## src/rtl/rc_pkg.sv

```systemverilog
package rc_pkg;
    localparam int BLK_W   = 32;
    localparam int KEY_W   = 64;
    localparam int ROUNDS  = 528;
    localparam int CNT_W   = 16;
    localparam int SER_W   = 28;
    localparam int DISC_W  = 10;
    localparam int BTN_W   = 4;
    localparam int OVF_W   = 2;
    localparam logic [31:0] NLF_TABLE = 32'h3A5C742E;

    typedef enum logic [1:0] {
        RSN_NONE   = 2'b00,
        RSN_SERIAL = 2'b01,
        RSN_PAD    = 2'b10,
        RSN_WINDOW = 2'b11
    } reason_e;

    typedef struct packed {
        logic [BTN_W-1:0]  btn;
        logic [OVF_W-1:0]  ovf;
        logic [DISC_W-1:0] disc;
        logic [CNT_W-1:0]  cnt;
    } plain_t;

    typedef struct packed {
        logic    accept;
        reason_e reason;
    } verdict_t;

    function automatic logic nlf(input logic [4:0] sel);
        return NLF_TABLE[sel];
    endfunction

    function automatic logic [BLK_W-1:0] dec_round(input logic [BLK_W-1:0] s, input logic kbit);
        logic fb;
        fb = s[31] ^ s[15] ^ kbit ^ nlf({s[30], s[25], s[19], s[8], s[0]});
        return {s[BLK_W-2:0], fb};
    endfunction
endpackage

```

## src/rtl/rc_dec_core.sv

```systemverilog
module rc_dec_core
    import rc_pkg::*;
#(
    parameter int N_ROUNDS = ROUNDS,
    parameter int K_W      = KEY_W
) (
    input  logic             clk,
    input  logic             rst,
    input  logic             start,
    input  logic [K_W-1:0]   key,
    input  logic [BLK_W-1:0] blk_in,
    output logic             done,
    output logic [BLK_W-1:0] blk_out
);
    localparam int RND_W   = $clog2(N_ROUNDS);
    localparam int KIDX_W  = $clog2(K_W);
    localparam int KEY_OFS = (N_ROUNDS - 1) % K_W;

    logic              run;
    logic [RND_W-1:0]  rnd;
    logic [BLK_W-1:0]  st;
    logic [KIDX_W-1:0] kidx;

    assign kidx    = KIDX_W'(KEY_OFS) - rnd[KIDX_W-1:0];
    assign blk_out = st;

    always_ff @(posedge clk) begin
        if (rst) begin
            run  <= 1'b0;
            done <= 1'b0;
            rnd  <= '0;
            st   <= '0;
        end else begin
            done <= 1'b0;
            if (start) begin
                st  <= blk_in;
                rnd <= '0;
                run <= 1'b1;
            end else if (run) begin
                st <= dec_round(st, key[kidx]);
                if (rnd == RND_W'(N_ROUNDS - 1)) begin
                    run  <= 1'b0;
                    done <= 1'b1;
                end else begin
                    rnd <= rnd + 1'b1;
                end
            end
        end
    end

    AST_DONE_AFTER_RUN: assert property (@(posedge clk) disable iff (rst)
        done |-> $past(run));
    AST_NO_START_BUSY: assert property (@(posedge clk) disable iff (rst)
        start |-> !run);
    AST_RND_IN_RANGE: assert property (@(posedge clk) disable iff (rst)
        run |-> (rnd < RND_W'(N_ROUNDS)));
endmodule

```

## src/rtl/rc_frame_judge.sv

```systemverilog
module rc_frame_judge
    import rc_pkg::*;
#(
    parameter int WIN_NARROW = 16,
    parameter int WIN_WIDE   = 32
) (
    input  plain_t            plain,
    input  logic [DISC_W-1:0] exp_disc,
    input  logic [BTN_W-1:0]  clr_btn,
    input  logic [OVF_W-1:0]  exp_ovf,
    input  logic [CNT_W-1:0]  last_cnt,
    input  logic              win_wide,
    output verdict_t          verdict
);
    logic [CNT_W-1:0] diff;
    logic [CNT_W-1:0] win;
    logic             pad_ok;
    logic             in_win;

    always_comb begin
        diff   = plain.cnt - last_cnt;
        win    = win_wide ? CNT_W'(WIN_WIDE) : CNT_W'(WIN_NARROW);
        pad_ok = (plain.disc == exp_disc) && (plain.btn == clr_btn) && (plain.ovf == exp_ovf);
        in_win = (diff != '0) && (diff <= win);
        if (!pad_ok) begin
            verdict = '{accept: 1'b0, reason: RSN_PAD};
        end else if (!in_win) begin
            verdict = '{accept: 1'b0, reason: RSN_WINDOW};
        end else begin
            verdict = '{accept: 1'b1, reason: RSN_NONE};
        end
    end
endmodule

```

## src/rtl/rc_ctr_keeper.sv

```systemverilog
module rc_ctr_keeper
    import rc_pkg::*;
(
    input  logic             clk,
    input  logic             rst,
    input  logic             load,
    input  logic [CNT_W-1:0] load_val,
    input  logic             upd,
    input  logic [CNT_W-1:0] upd_val,
    output logic [CNT_W-1:0] last
);
    always_ff @(posedge clk) begin
        if (rst) begin
            last <= '0;
        end else if (load) begin
            last <= load_val;
        end else if (upd) begin
            last <= upd_val;
        end
    end

    AST_CTR_HOLD: assert property (@(posedge clk) disable iff (rst)
        (!load && !upd) |=> $stable(last));
endmodule

```

## src/rtl/rc_rx_validator.sv

```systemverilog
module rc_rx_validator
    import rc_pkg::*;
(
    input  logic              clk,
    input  logic              rst,
    input  logic [KEY_W-1:0]  key_i,
    input  logic [SER_W-1:0]  lrn_serial_i,
    input  logic [OVF_W-1:0]  lrn_ovf_i,
    input  logic              win_wide_i,
    input  logic              cnt_load_i,
    input  logic [CNT_W-1:0]  cnt_load_val_i,
    input  logic              frm_valid_i,
    input  logic [SER_W-1:0]  frm_serial_i,
    input  logic [BTN_W-1:0]  frm_button_i,
    input  logic [BLK_W-1:0]  frm_hop_i,
    output logic              busy_o,
    output logic              res_valid_o,
    output logic              accept_o,
    output logic              reject_o,
    output logic [1:0]        reason_o
);
    typedef enum logic {S_IDLE, S_DEC} state_e;

    state_e           state;
    logic [BTN_W-1:0] btn_q;
    logic             take;
    logic             ser_ok;
    logic             start;
    logic             core_done;
    logic [BLK_W-1:0] core_out;
    plain_t           core_plain;
    verdict_t         verdict;
    logic [CNT_W-1:0] last_cnt;
    logic             upd;

    assign take       = (state == S_IDLE) && frm_valid_i;
    assign ser_ok     = (frm_serial_i == lrn_serial_i);
    assign start      = take && ser_ok;
    assign core_plain = plain_t'(core_out);
    assign upd        = (state == S_DEC) && core_done && verdict.accept;
    assign busy_o     = (state == S_DEC);

    rc_dec_core u_core (
        .clk     (clk),
        .rst     (rst),
        .start   (start),
        .key     (key_i),
        .blk_in  (frm_hop_i),
        .done    (core_done),
        .blk_out (core_out)
    );

    rc_frame_judge u_judge (
        .plain    (core_plain),
        .exp_disc (lrn_serial_i[DISC_W-1:0]),
        .clr_btn  (btn_q),
        .exp_ovf  (lrn_ovf_i),
        .last_cnt (last_cnt),
        .win_wide (win_wide_i),
        .verdict  (verdict)
    );

    rc_ctr_keeper u_ctr (
        .clk      (clk),
        .rst      (rst),
        .load     (cnt_load_i),
        .load_val (cnt_load_val_i),
        .upd      (upd),
        .upd_val  (core_plain.cnt),
        .last     (last_cnt)
    );

    always_ff @(posedge clk) begin
        if (rst) begin
            state       <= S_IDLE;
            btn_q       <= '0;
            res_valid_o <= 1'b0;
            accept_o    <= 1'b0;
            reject_o    <= 1'b0;
            reason_o    <= RSN_NONE;
        end else begin
            res_valid_o <= 1'b0;
            accept_o    <= 1'b0;
            reject_o    <= 1'b0;
            reason_o    <= RSN_NONE;
            case (state)
                S_IDLE: begin
                    if (take) begin
                        btn_q <= frm_button_i;
                        if (ser_ok) begin
                            state <= S_DEC;
                        end else begin
                            res_valid_o <= 1'b1;
                            reject_o    <= 1'b1;
                            reason_o    <= RSN_SERIAL;
                        end
                    end
                end
                S_DEC: begin
                    if (core_done) begin
                        res_valid_o <= 1'b1;
                        accept_o    <= verdict.accept;
                        reject_o    <= !verdict.accept;
                        reason_o    <= verdict.reason;
                        state       <= S_IDLE;
                    end
                end
                default: state <= S_IDLE;
            endcase
        end
    end

    AST_RESULT_EXCL: assert property (@(posedge clk) disable iff (rst)
        res_valid_o |-> (accept_o ^ reject_o));
    AST_ACCEPT_REASON: assert property (@(posedge clk) disable iff (rst)
        accept_o |-> (reason_o == RSN_NONE));
    AST_SERIAL_FIRST: assert property (@(posedge clk) disable iff (rst)
        (!busy_o && frm_valid_i && (frm_serial_i != lrn_serial_i))
        |=> (reject_o && reason_o == RSN_SERIAL && !busy_o));
    AST_ACCEPT_STORES: assert property (@(posedge clk) disable iff (rst)
        (accept_o && !$past(cnt_load_i)) |-> (last_cnt == core_plain.cnt));
    AST_RESULT_NEEDS_FRAME: assert property (@(posedge clk) disable iff (rst)
        (res_valid_o && !$past(busy_o)) |-> $past(frm_valid_i));
endmodule

```

## config.mk

```make
export PLATFORM = sky130hd
export DESIGN_NAME = rc_rx_validator
export DESIGN_NICKNAME = d
export VERILOG_FILES = /design/src/rtl/rc_pkg.sv /design/src/rtl/rc_dec_core.sv /design/src/rtl/rc_frame_judge.sv /design/src/rtl/rc_ctr_keeper.sv /design/src/rtl/rc_rx_validator.sv
export SDC_FILE = /design/constraint.sdc
export NUM_CORES = 1
export LEC_CHECK = 0
export BUFFER_PORTS_ARGS = -buffer_cell sky130_fd_sc_hd__buf_2
export CORE_MARGIN = 8
export CORE_UTILIZATION = 46
export DETAILED_ROUTE_END_ITERATION = 8
export GPL_TIMING_DRIVEN = 1
export PLACE_DENSITY = 0.77
export SYNTH_ARGS = -nofsm -noshare
export SYNTH_HDL_FRONTEND = slang
export SYNTH_HIERARCHICAL = 1
export SYNTH_SLANG_ARGS = --single-unit
```

## constraint.sdc

```tcl
create_clock -name clk -period 3.7 [get_ports clk]
set_input_delay 0.74 -clock clk [delete_from_list [all_inputs] [get_ports clk]]
set_output_delay 0.74 -clock clk [all_outputs]
set_load 0.01 [all_outputs]
```

# Word-level counts from Yosys, hierarchy flattened
# Memory sizes are Yosys's and may differ from the RTL's. A register that Yosys moved wholly into a read port is not among the register bits.
# Index checks and enable logic that the tools add are counted.
# W data, S select, Z words.
# classes
addsub,3
n_lt_le_gt_ge,3
eq_ne,5
n_mux,30
n_bitwise,7
n_reduce_logical,16
# op_table
op,count
$mux W32,2
$mux W16,2
$eq A28 B28 Y1,1
$le A16 B16 Y1,1
$reduce_bool A16 Y1,1
$sub A16 B16 Y16,1
$mux W1,15
$add A10 B1 Y10 const B,1
$eq A10 B10 Y1,1
$eq A10 B10 Y1 const B,1
$mux W5,2
$logic_and A1 B1 Y1,7
$lt A6 B7 Y1 const B,1
$bmux W1 S6,1
$lt A5 B6 Y1 const B,1
$mux W3,2
$mux W6,1
$pmux W1 S2,3
$reduce_or A3 Y1,2
$sub A4 B6 Y6 const A,1
$eq A4 B4 Y1,1
$not A1 Y1,4
$pmux W2 S2,1
$reduce_and A2 Y1,2
6 further kinds,9
# word_totals
regBits,70
rom_bits,32
in_bits,179
out_inout_bits,6
wordCells,76
memories,1
# memory_table
memory,words,width,read_ports,rd_ports_with_merged_regs,wr,line,rtl
(name not given),32,1,1,1,0,rc_pkg.sv:32,return NLF_TABLE[sel];

# Logic depth before layout (Yosys ltp)
# Gate-level depths: netlist of the first run.
# logic_depth
depth_word,9
ltp_mapped,17
mapped_depth_nobuf,15

# Cells and area by module
# Netlist of the first run, hierarchy kept.
# by_module_without_submodules
module,n_inst,cells_each,area_each_um2,seq_area_each_um2
rc_dec_core,1,295,2668.8,900.9
rc_frame_judge,1,153,1079.8,0.0
rc_ctr_keeper,1,71,805.8,320.3
rc_rx_validator,1,81,729.4,200.2

# Least setup slack after synthesis of the first run
# No wires, ideal clock.
# synth_timing
kind,register to register
from,register u_ctr.last[2]
to,register u_ctr.last[10]
setup_ps,126
arrival_time_ps,3523
required_time_ps,3574
setup_slack_ps,51
stages_incl_launch_ff,18
path_buffers,2
synth_period_minus_slack_ps,3649
path_cell_list,dfxtp_1 inv_1 ha_1 o21a_1 a21boi_1 o311a_2 a21oi_1 ha_1 nor2b_1 o32ai_1 o311ai_0 nor4b_2 nor4b_1 and3_1 buf_6 buf_12 mux2i_1 a211oi_2
# synth_rtl
element,line,rtl
from (decl),rc_ctr_keeper.sv:10,output logic [CNT_W-1:0] last
from (signal assigned),rc_ctr_keeper.sv:16,last <= load_val;
from (signal assigned),rc_ctr_keeper.sv:18,last <= upd_val;

==> results.sh, run 1 <==
export IMPL_status="complete, but fails checks"
export IMPL_failed_checks="negative setup slack"
export IMPL_maxCapViolations=0
export IMPL_ys_warnings_count=6
export IMPL_dr_pass1_iters=4
export IMPL_yosysTopAreaCell="dfxtp_1"
export IMPL_start_util_pct=46.67
export IMPL_critPathLaunchType="register"
export IMPL_crit_chain="inv_2, ha_4, o21a_1, a21boi_4, o311a_4, a21oi_4, ha_4, nor2b_4, o32ai_2, o311ai_2, nor4b_2, nor4b_4, and3_4, buf_12, mux2i_2, a211oi_2"
export IMPL_die_area_um2=15170
export IMPL_syn_area_um2=5284
export IMPL_gp_congestion=0.8865
export IMPL_hold_buffers=0
export IMPL_cts_sinks=71
export IMPL_area_growth_syn_to_layout_pct=31.87
export IMPL_row_count=39
export IMPL_h_tree_depth=3
export IMPL_stdcell_count=937
export IMPL_synthTopCellsByCount="nor2_1 (99), dfxtp_1 (71), mux2i_1 (59), a21oi_1 (47), xor2_1 (32)"
export IMPL_nets=989
export IMPL_crit_path_frequent_cell="ha_4"
export IMPL_critPathKind="register to register"
export IMPL_die_w_um=123.2
export IMPL_synthFlopType="dfxtp_1"
export IMPL_nFillCells=990
export IMPL_route_met3_wl_um=1000
export IMPL_clockBufferDepth=2
export IMPL_cts_root_buffer="clkbuf_16"
export IMPL_drt_met1_wl_um=6593
export IMPL_die_y_um=123.2
export IMPL_wirelength_um=15820
export IMPL_dp_hpwl_um=12160
export IMPL_cts_tree="yes"
export IMPL_utilization_pct=61.55
export IMPL_drc=0
export IMPL_ant_nets=0
export IMPL_path_clk_slew_ps=60
export IMPL_diodes=0
export IMPL_worst_slack_ps=-2.009
export IMPL_syn_nets=799
export IMPL_finalSetupTns_ps=-2.009
export IMPL_layout_drive_gt1_share_pct=36.52
export IMPL_max_freq_ghz=0.2701
export IMPL_vias=5100
export IMPL_synthDistinctLibCells=72
export IMPL_reg2reg_depth=16
export IMPL_grt_pass1_wl_um=24310
export IMPL_slew_headroom_pct=49.23
export IMPL_ys_seq_area_share_pct=26.90
export IMPL_top_layer="met5"
export IMPL_critPathMaxFanout=8
export IMPL_dp_cells=917
export IMPL_drt_iter0_drc=316
export IMPL_hold_ws_ps=512.9
export IMPL_p_leak_nw=2.989
export IMPL_slew_violations=0
export IMPL_regArea_um2=1426
export IMPL_grtUsageTotal_pct=19.93
export IMPL_slowest_delay_ps=410
export IMPL_syn_area_per_cell_um2=8.806
export IMPL_crit_path_end_kind="register"
export IMPL_dp_slack_ps=-146.2
export IMPL_dr_wl_met2_um=8003
export IMPL_multiInputGateArea_um2=3800
export IMPL_hold_viol_final=0
export IMPL_synth_edf_count=0
export IMPL_worst_path_buf_inv=2
export IMPL_cp_slowest_cell="nor4b_2"
export IMPL_critPathLaunch="u_ctr/last[2]"
export IMPL_power_mw=2.011
export IMPL_setup_viol=1
export IMPL_cp_arrival_ps=3890
export IMPL_tightest_slew_ps=760.8
export IMPL_powerDensity_nw_per_um2=288.6
export IMPL_antenna_found_initial=1
export IMPL_period_share_pct=100.1
export IMPL_holdPathStages=2
export IMPL_finalClockSkew_ps=8.064
export IMPL_ios=185
export IMPL_irDropWorstVdd_mv=0.1825
export IMPL_grt_pass1_vias=5141
export IMPL_syn_instance_count=600
export IMPL_synth_area_leaders="dfxtp_1 (27%), mux2i_1 (11%), nor2_1 (7.0%)"
export IMPL_io_buffer_count=184
export IMPL_cts_inserted_buffers=9
export IMPL_postPlaceCellArea_um2=6422
export IMPL_min_path_type="register to register"
export IMPL_regToRegStartpoint="u_ctr/last[2]"
export IMPL_routedWlPerCell_um=16.88
export IMPL_viasPerCell=5.443
export IMPL_cp_top_family="compound AO/OA/AOI/OAI gates"
export IMPL_synth_seq_cells=71
export IMPL_design_area_um2=6968
export IMPL_core_um2=11320
export IMPL_async_flop_share_pct=0
export IMPL_grt_ovfl_total=0
export IMPL_clk_latency_ps=330
export IMPL_yosysMostFrequentCell="nor2_1"
export IMPL_hold_start="u_core/rnd[9]"
export IMPL_rsz0062_at_grt="yes"
export IMPL_crit_required_ps=3890
export IMPL_cp_num_cells=16
export IMPL_yosysTopAreaCellShare_pct=26.90
export IMPL_finalCriticalPeriod_ps=3702
export IMPL_grt_max_degree=31
==> layout make-up <==
cell class | instances | share of cell area (%)
multi-input combinational | 469 | 54.53
sequential | 71 | 20.47
timing repair buffer | 212 | 16.84
clock buffer | 9 | 3.232
tap | 143 | 2.568
inverter | 27 | 1.454
clock inverter | 6 | 0.8978
==> flip-flops by register name (all words and copies together) (netlist names), named ones only <==
name and cells:
u_core/blk_out 32, accept_o 1, res_valid_o 1, reject_o 1, u_ctr/last 16, btn_q 4, reason_o 2, u_core/run 1
u_core/rnd 10, u_core/done 1, busy_o 1
==> tightest hold or removal path, cell delays in order, from the launching register on <==
cell and delay (ps):
dfxtp_1 320, nand4_1 90, nor3_1 60
==> power by group <==
| group | switching [mW] | leakage (nW) | total [mW] | internal, mW |
|---|---|---|---|---|
| combinational | 0.172 | 2.26 | 0.368 | 0.197 |
| sequential | 0.00995 | 0.579 | 0.791 | 0.781 |
| clock | 0.335 | 0.145 | 0.851 | 0.517 |
==> path summary, 6_finish.rpt <==
kind / to / slack, ps
worst min register to register: u_core/done / 510
worst min-delay path: u_core/done / 510
worst max register to register: u_ctr/last[2] / -2
worst max-delay path: u_ctr/last[2] / -2
==> routing by layer <==
metal  up-vias  track usage (%)
met3        23            5.616
met4         2            5.568
met5         -                0
met1      2376            23.17
met2       150            35.05
li1       2549                -
==> cell usage in the layout (no fill, tap or decap), types with 3 or more instances in the layout <==
| cell | instances |
|---|---|
| a211oi_1 | 7 |
| a211oi_2 | 12 |
| a21oi_1 | 46 |
| a31oi_1 | 3 |
| and2_1 | 4 |
| and3_1 | 4 |
| buf_2 | 184 |
| buf_4 | 25 |
| clkbuf_16 | 10 |
| clkinv_2 | 3 |
| dfxtp_1 | 67 |
| dfxtp_2 | 4 |
| ha_1 | 17 |
| ha_4 | 3 |
| inv_1 | 26 |
| mux2i_1 | 50 |
| mux2i_2 | 6 |
| mux2i_4 | 3 |
| mux4_1 | 9 |
| mux4_2 | 7 |
| nand2_1 | 14 |
| nand3_1 | 3 |
| nand3b_1 | 3 |
| nand4_1 | 10 |
| nor2_1 | 99 |
| nor2b_1 | 21 |
| nor3_1 | 5 |
| nor4_1 | 10 |
| o21ai_0 | 8 |
| o311ai_0 | 3 |
| or2_2 | 3 |
| or4_1 | 3 |
| xnor2_1 | 28 |
| xor2_1 | 32 |
==> logic make-up (layout without fill, tap and decap cells) <==
logic type | Yosys count | in the layout | synth area share [%]
buffers and inverters | 60 | 254 | 4.973
AOI/OAI and AO/OA | 109 | 109 | 14.71
xor gates and xnor gates | 60 | 60 | 9.946
and+or+nand+nor | 203 | 203 | 19.68
adders and majority gates | 20 | 20 | 4.736
DFF | 71 | 71 | 26.90
muxes | 77 | 77 | 19.06
==> timing repair <==
action	4_1_cts	5_1_grt
pin swaps	2	21
buffers inserted	1	3
gates resized for setup	3	35
setup endpoints to repair	16	17
cloned	0	1
Power figures use the tool's default switching activity.
==> run 2, diff against run 1 <==
Settings changed: PLACE_DENSITY 0.77 to not set, PLACE_DENSITY_LB_ADDON set to 0.12, SETUP_SLACK_MARGIN set to 0.15.
==> run 2 against run 1 <==
Net effect:
- the flow now finishes without violations
- count of clock-buffer cells in the layout unchanged
- final area up 1.5%
- sequential share of layout area down 0.28 points
- core utilization is 0.92 points higher
- critical path depth grew 2
- critical path type unchanged
- critical endpoint is now u_ctr/last[0]
- highest routed layer is now met4
==> results.sh, run 2 (synthesis results as in run 1) <==
export IMPL_clockBufferDepth=2
export IMPL_slowest_delay_ps=330
export IMPL_crit_path_end_kind="register"
export IMPL_stdcell_count=940
export IMPL_grt_max_degree=32
export IMPL_grt_ovfl_total=0
export IMPL_cts_root_buffer="clkbuf_16"
export IMPL_period_share_pct=97.52
export IMPL_cts_inserted_buffers=9
export IMPL_power_frac_seq_pct=35.1
export IMPL_gp_congestion=0.8339
export IMPL_cp_arrival_ps=3800
export IMPL_setup_viol=0
export IMPL_dr_pass1_iters=4
export IMPL_critPathMaxFanout=8
export IMPL_worst_path_buf_inv=7
export IMPL_dp_cells=911
export IMPL_core_um2=11320
export IMPL_row_count=39
export IMPL_clkPwrFrac_pct=47.8
export IMPL_drt_iter0_drc=251
export IMPL_antenna_found_initial=0
export IMPL_critPathLaunchType="register"
export IMPL_irDropWorstVdd_mv=0.4277
export IMPL_rsz0062_at_grt="yes"
export IMPL_cts_sinks=71
export IMPL_max_freq_ghz=0.2772
export IMPL_hold_viol_final=0
export IMPL_area_growth_syn_to_layout_pct=33.84
export IMPL_nets=991
export IMPL_start_util_pct=46.67
export IMPL_grtUsageTotal_pct=20.75
export IMPL_status="completed"
export IMPL_p_sw_mw=0.5391
export IMPL_tightest_slew_ps=819.0
export IMPL_slew_headroom_pct=45.34
export IMPL_finalCriticalPeriod_ps=3608
export IMPL_dp_hpwl_um=12110
export IMPL_clk_latency_ps=340
export IMPL_power_frac_comb_pct=17.1
export IMPL_vias=5089
export IMPL_cp_slowest_cell="dfxtp_2"
export IMPL_diodes=0
export IMPL_routedWlPerCell_um=17.22
export IMPL_ios=185
export IMPL_internal_power_mw=1.715
export IMPL_largest_reg_flops=32
export IMPL_io_buffer_count=184
export IMPL_die_y_um=123.2
export IMPL_maxCapViolations=0
export IMPL_crit_required_ps=3900
export IMPL_p_leak_nw=3.022
export IMPL_grt_pass1_wl_um=25230
export IMPL_ant_nets=0
export IMPL_final_cell_mix="buf_2 (184), nor2_1 (98), dfxtp_1 (66), mux2i_1 (52), a21oi_1 (46)"
export IMPL_hold_buffers=0
export IMPL_path_clk_slew_ps=60
export IMPL_critPathKind="register to register"
export IMPL_layout_drive_gt1_share_pct=36.89
export IMPL_cp_top_family="compound AO/OA/AOI/OAI gates"
export IMPL_grt_pass1_vias=5326
export IMPL_crit_path_frequent_cell="buf_4"
export IMPL_h_tree_depth=3
export IMPL_slew_violations=0
export IMPL_viasPerCell=5.414
export IMPL_powerDensity_nw_per_um2=318.8
export IMPL_min_path_type="register to register"
export IMPL_power_switching_share_pct=23.91
export IMPL_crit_chain="inv_2, ha_4, o21a_1, a21boi_4, o311a_4, a21oi_4, buf_6, buf_4, buf_4, buf_4, buf_4, o311ai_2, nor4b_2, nor4b_4, and3_4, buf_12, mux2i_2, a211oi_2"
export IMPL_wirelength_um=16190
export IMPL_power_mw=2.255
export IMPL_cts_tree="yes"
export IMPL_drc=0
export IMPL_final_common_cell="buf_2"
export IMPL_finalClockSkew_ps=5.346
export IMPL_die_w_um=123.2
export IMPL_die_area_um2=15170
[run 2: cell count changes in the layout (fill, tap and decap cells not counted), sizes merged]
cell      previous run  this run
clkinvlp             0         2
buf                211       214
bufinv               1         4
clkinv               5         0
clkbuf              10         9
inv                 27        28
[run 2: final cells by class]
class	instances	area (um2)
multi-input combinational	469	3801
timing repair buffer	214	1194
clock buffer	9	225.2
tap	143	178.9
sequential	71	1428
inverter	27	101.3
fill	1017	4249
clock inverter	7	143.9
[run 2: metrics by stage]
stage | area (um2) | utilization, % | TNS [ps] | hold WS, ps | setup WS [ps]
after detailed placement | 6371 | 56.28 | -2007 | 498.7 | -160.5
after floorplan | 5290 | - | 0 | 461.8 | 173.6
after CTS | 6927 | 61.18 | 0 | 506.9 | 125.8
final | 7072 | 62.47 | 0 | 511.7 | 91.90
after global routing | 7072 | 62.47 | -73.36 | 557.6 | -21.97
after global placement | 6371 | 56.28 | 0 | 481.7 | 24.94
[run 2: power groups by stage]
stage | sequential [mW] | clock (mW) | combinational [mW]
3_3_place_gp | 0.806 | 0 | 0.314
3_5_place_dp | 0.806 | 0 | 0.324
4_1_cts | 0.790 | 1.10 | 0.355
6_report | 0.791 | 1.08 | 0.385
2_1_floorplan | 0.805 | 0 | 0.183
5_1_grt | 0.793 | 1.13 | 0.415
[run 2: metal layers]
layer / track usage (%) / vias to the layer above / share of wire (%)
met3: 5.845 / 18 / 4.8
met2: 37.07 / 115 / 52
met1: 23.68 / 2412 / 41
met4: 5.719 / 0 / 1.3
li1: - / 2544 / -
met5: 0 / - / 0
[run 2: worst paths after layout]
check	start	endpoint	slack (ps)	cells after the start
worst max-delay path	u_ctr/last[2]	u_ctr/last[0]	90	18
worst min-delay path	u_core/rnd[8]	u_core/rnd[8]	510	2
worst max register to register	u_ctr/last[2]	u_ctr/last[0]	90	18
worst min register to register	u_core/rnd[8]	u_core/rnd[8]	510	2
[run 2: worst reg2reg max path, cell delays in order, from the launching register on]
cell	delay [ps]
dfxtp_2	330
inv_2	50
ha_4	210
o21a_1	190
a21boi_4	160
o311a_4	330
a21oi_4	180
buf_6	120
buf_4	100
buf_4	100
buf_4	90
buf_4	100
o311ai_2	120
nor4b_2	320
nor4b_4	290
and3_4	290
buf_12	170
mux2i_2	250
a211oi_2	90
[run 2: repair_timing]
action / 4_1_cts / 5_1_grt
pin swaps: 11 / 8
endpoints found under the setup margin: 16 / 17
resized for setup: 20 / 23
setup buffers: 9 / 3
cloned: 1 / 0
==> run 3, diff against run 2 <==
Settings changed: PLACE_DENSITY set to 0.77, PLACE_DENSITY_LB_ADDON 0.12 to not set.
==> run 3 against run 2 <==
Net effect:
- combinational power decreased by 9.1%
- clock skew about the same
- sequential power about the same
- critical endpoint is now u_ctr/last[13]
==> results.sh, run 3 (synthesis results as in run 1) <==
export IMPL_status="completed"
export IMPL_row_count=39
export IMPL_finalCriticalPeriod_ps=3571
export IMPL_largest_reg_flops=32
export IMPL_internal_power_mw=1.578
export IMPL_grt_pass1_vias=5136
export IMPL_power_switching_share_pct=24.91
export IMPL_r2r_slack_ps=130
export IMPL_hold_buffers=0
export IMPL_io_buffer_count=184
export IMPL_h_tree_depth=3
export IMPL_dp_hpwl_um=12240
export IMPL_antenna_found_initial=1
export IMPL_crit_required_ps=3880
export IMPL_nFillCells=997
export IMPL_grt_max_degree=34
export IMPL_slew_violations=0
export IMPL_die_y_um=123.2
export IMPL_wirelength_um=15820
export IMPL_grtUsageMet3_pct=6.484
export IMPL_hold_start="u_core/rnd[8]"
export IMPL_ios=185
export IMPL_final_common_cell="buf_2"
export IMPL_cp_slowest_cell="dfxtp_4"
export IMPL_utilization_pct=61.31
export IMPL_layout_drive_gt1_share_pct=36.25
export IMPL_ant_nets=0
export IMPL_rsz0062_at_grt="yes"
export IMPL_cts_tree="yes"
export IMPL_max_freq_ghz=0.2800
export IMPL_start_util_pct=46.67
export IMPL_path_clk_slew_ps=60
export IMPL_busiest_layer="met2"
export IMPL_dp_cells=911
export IMPL_critPathMaxFanout=8
export IMPL_drt_iter0_drc=235
export IMPL_slew_headroom_pct=47.94
export IMPL_grtUsageTotal_pct=20.20
export IMPL_min_path_type="register to register"
export IMPL_r2r_end="u_ctr/last[13]"
export IMPL_die_area_um2=15170
export IMPL_period_share_pct=96.52
export IMPL_area_growth_syn_to_layout_pct=31.35
export IMPL_postPlaceCellArea_um2=6359
export IMPL_crit_path_frequent_cell="ha_4"
export IMPL_p_leak_nw=2.955
export IMPL_p_sw_mw=0.5235
export IMPL_critPathLaunch="u_core/blk_out[2]"
export IMPL_critPathKind="register to register"
export IMPL_final_cell_mix="buf_2 (184), nor2_1 (98), dfxtp_1 (64), mux2i_1 (52), a21oi_1 (46)"
export IMPL_power_frac_comb_pct=16.7
export IMPL_crit_chain="ha_4, o21a_1, a21boi_4, o311a_4, a21oi_4, ha_4, nor2b_1, o32ai_1, o311ai_1, nor4b_2, nor4b_4, and3_4, buf_12, mux2i_4, a211oi_2"
export IMPL_hold_viol_final=0
export IMPL_finalClockSkew_ps=5.559
export IMPL_routedWlPerCell_um=16.97
export IMPL_die_w_um=123.2
export IMPL_grt_util_met1_pct=23.33
export IMPL_slowest_delay_ps=350
export IMPL_reg2reg_depth=15
export IMPL_powerDensity_nw_per_um2=302.8
export IMPL_vias=5138
export IMPL_crit_path_end_kind="register"
export IMPL_stdcell_count=932
export IMPL_clockBufferDepth=2
export IMPL_holdPathStages=2
export IMPL_grt_pass1_wl_um=24530
export IMPL_tightest_slew_ps=780.1
export IMPL_grt_ovfl_total=0
export IMPL_hold_ws_ps=506.4
export IMPL_cts_root_buffer="clkbuf_16"
export IMPL_clk_latency_ps=340
export IMPL_critPathLaunchType="register"
export IMPL_use_met2_pct=34.23
export IMPL_worst_path_buf_inv=1
export IMPL_setup_viol=0
export IMPL_power_frac_seq_pct=37.7
export IMPL_gp_congestion=0.9213
export IMPL_viasPerCell=5.513
export IMPL_nets=983
export IMPL_cp_arrival_ps=3750
export IMPL_cts_inserted_buffers=9
export IMPL_maxCapViolations=0
export IMPL_diodes=0
export IMPL_regToRegStartpoint="u_core/blk_out[2]"
export IMPL_core_um2=11320
export IMPL_whs_endpoint="u_core/rnd[8]"
export IMPL_irDropWorstVdd_mv=0.1650
export IMPL_dr_pass1_iters=5
export IMPL_cts_sinks=71
export IMPL_design_area_um2=6940
export IMPL_clkPwrFrac_pct=45.6
export IMPL_cp_top_family="compound AO/OA/AOI/OAI gates"
export IMPL_drc=0
[run 3: changes by cell type in the layout (fill, tap and decap cells not counted), moves of 2 or more]
cell | previous run | this run
bufinv_16 | 4 | 2
dfxtp_1 | 66 | 64
inv_2 | 1 | 3
inv_1 | 26 | 24
buf_4 | 24 | 17
[run 3: worst max-delay path by stage]
stage	depth (start not counted)	end	slack, ps
final	15	u_ctr/last[13]	130
after global routing	16	u_ctr/last[13]	30
after CTS	15	u_ctr/last[13]	130
after detailed placement	16	u_ctr/last[5]	-80
after global placement	16	u_ctr/last[6]	80
after floorplan	17	u_ctr/last[10]	170
[run 3: through the flow]
step	setup slack (ps)	setup TNS [ps]	power (mW)
2_1_floorplan	173.6	0	0.9875
3_3_place_gp	79.50	0	1.123
3_5_place_dp	-81.93	-871.3	1.129
4_1_cts	133.9	0	2.097
5_1_grt	32.80	0	2.185
6_report	128.7	0	2.102
[run 3: repair_timing]
item                                    in CTS  in global routing
gates resized for setup                     25                 22
pin swaps                                    8                  8
endpoints found under the hold margin        0                  0
endpoints found under the setup margin      16                 17
buffers inserted                             4                  1
[run 3: final cells by class]
type                       instances  area, um2  share of cell area, %
clock buffer                      10      239.0                  3.443
clock inverter                     6      92.59                  1.334
sequential                        71       1433                  20.64
timing repair buffer             206       1122                  16.17
tap                              143      178.9                  2.578
inverter                          27      101.3                  1.460
multi-input combinational        469       3774                  54.37
[run 3: per-layer routing]
metal	vias to the layer above	share of wire [%]	wire length (um)
li1	2535	-	-
met4	2	2.3	361
met5	-	0.063	10
met2	220	50	7899
met3	30	8.4	1327
met1	2351	39	6217
[run 3: worst register-to-register path, cell delays in order (launching register included)]
cell and delay (ps):
dfxtp_4 350, ha_4 230, o21a_1 180, a21boi_4 160, o311a_4 320, a21oi_4 150
ha_4 220, nor2b_1 130, o32ai_1 120, o311ai_1 170, nor4b_2 350, nor4b_4 280
and3_4 260, buf_12 150, mux2i_4 240, a211oi_2 90
[run 3: power groups by stage]
| stage | clock network (mW) | registers, mW | logic [mW] |
|---|---|---|---|
| 2_1_floorplan | 0 | 0.805 | 0.183 |
| 4_1_cts | 0.970 | 0.790 | 0.336 |
| 5_1_grt | 1.01 | 0.794 | 0.382 |
| 3_3_place_gp | 0 | 0.806 | 0.317 |
| 3_5_place_dp | 0 | 0.806 | 0.323 |
| 6_report | 0.959 | 0.792 | 0.350 |
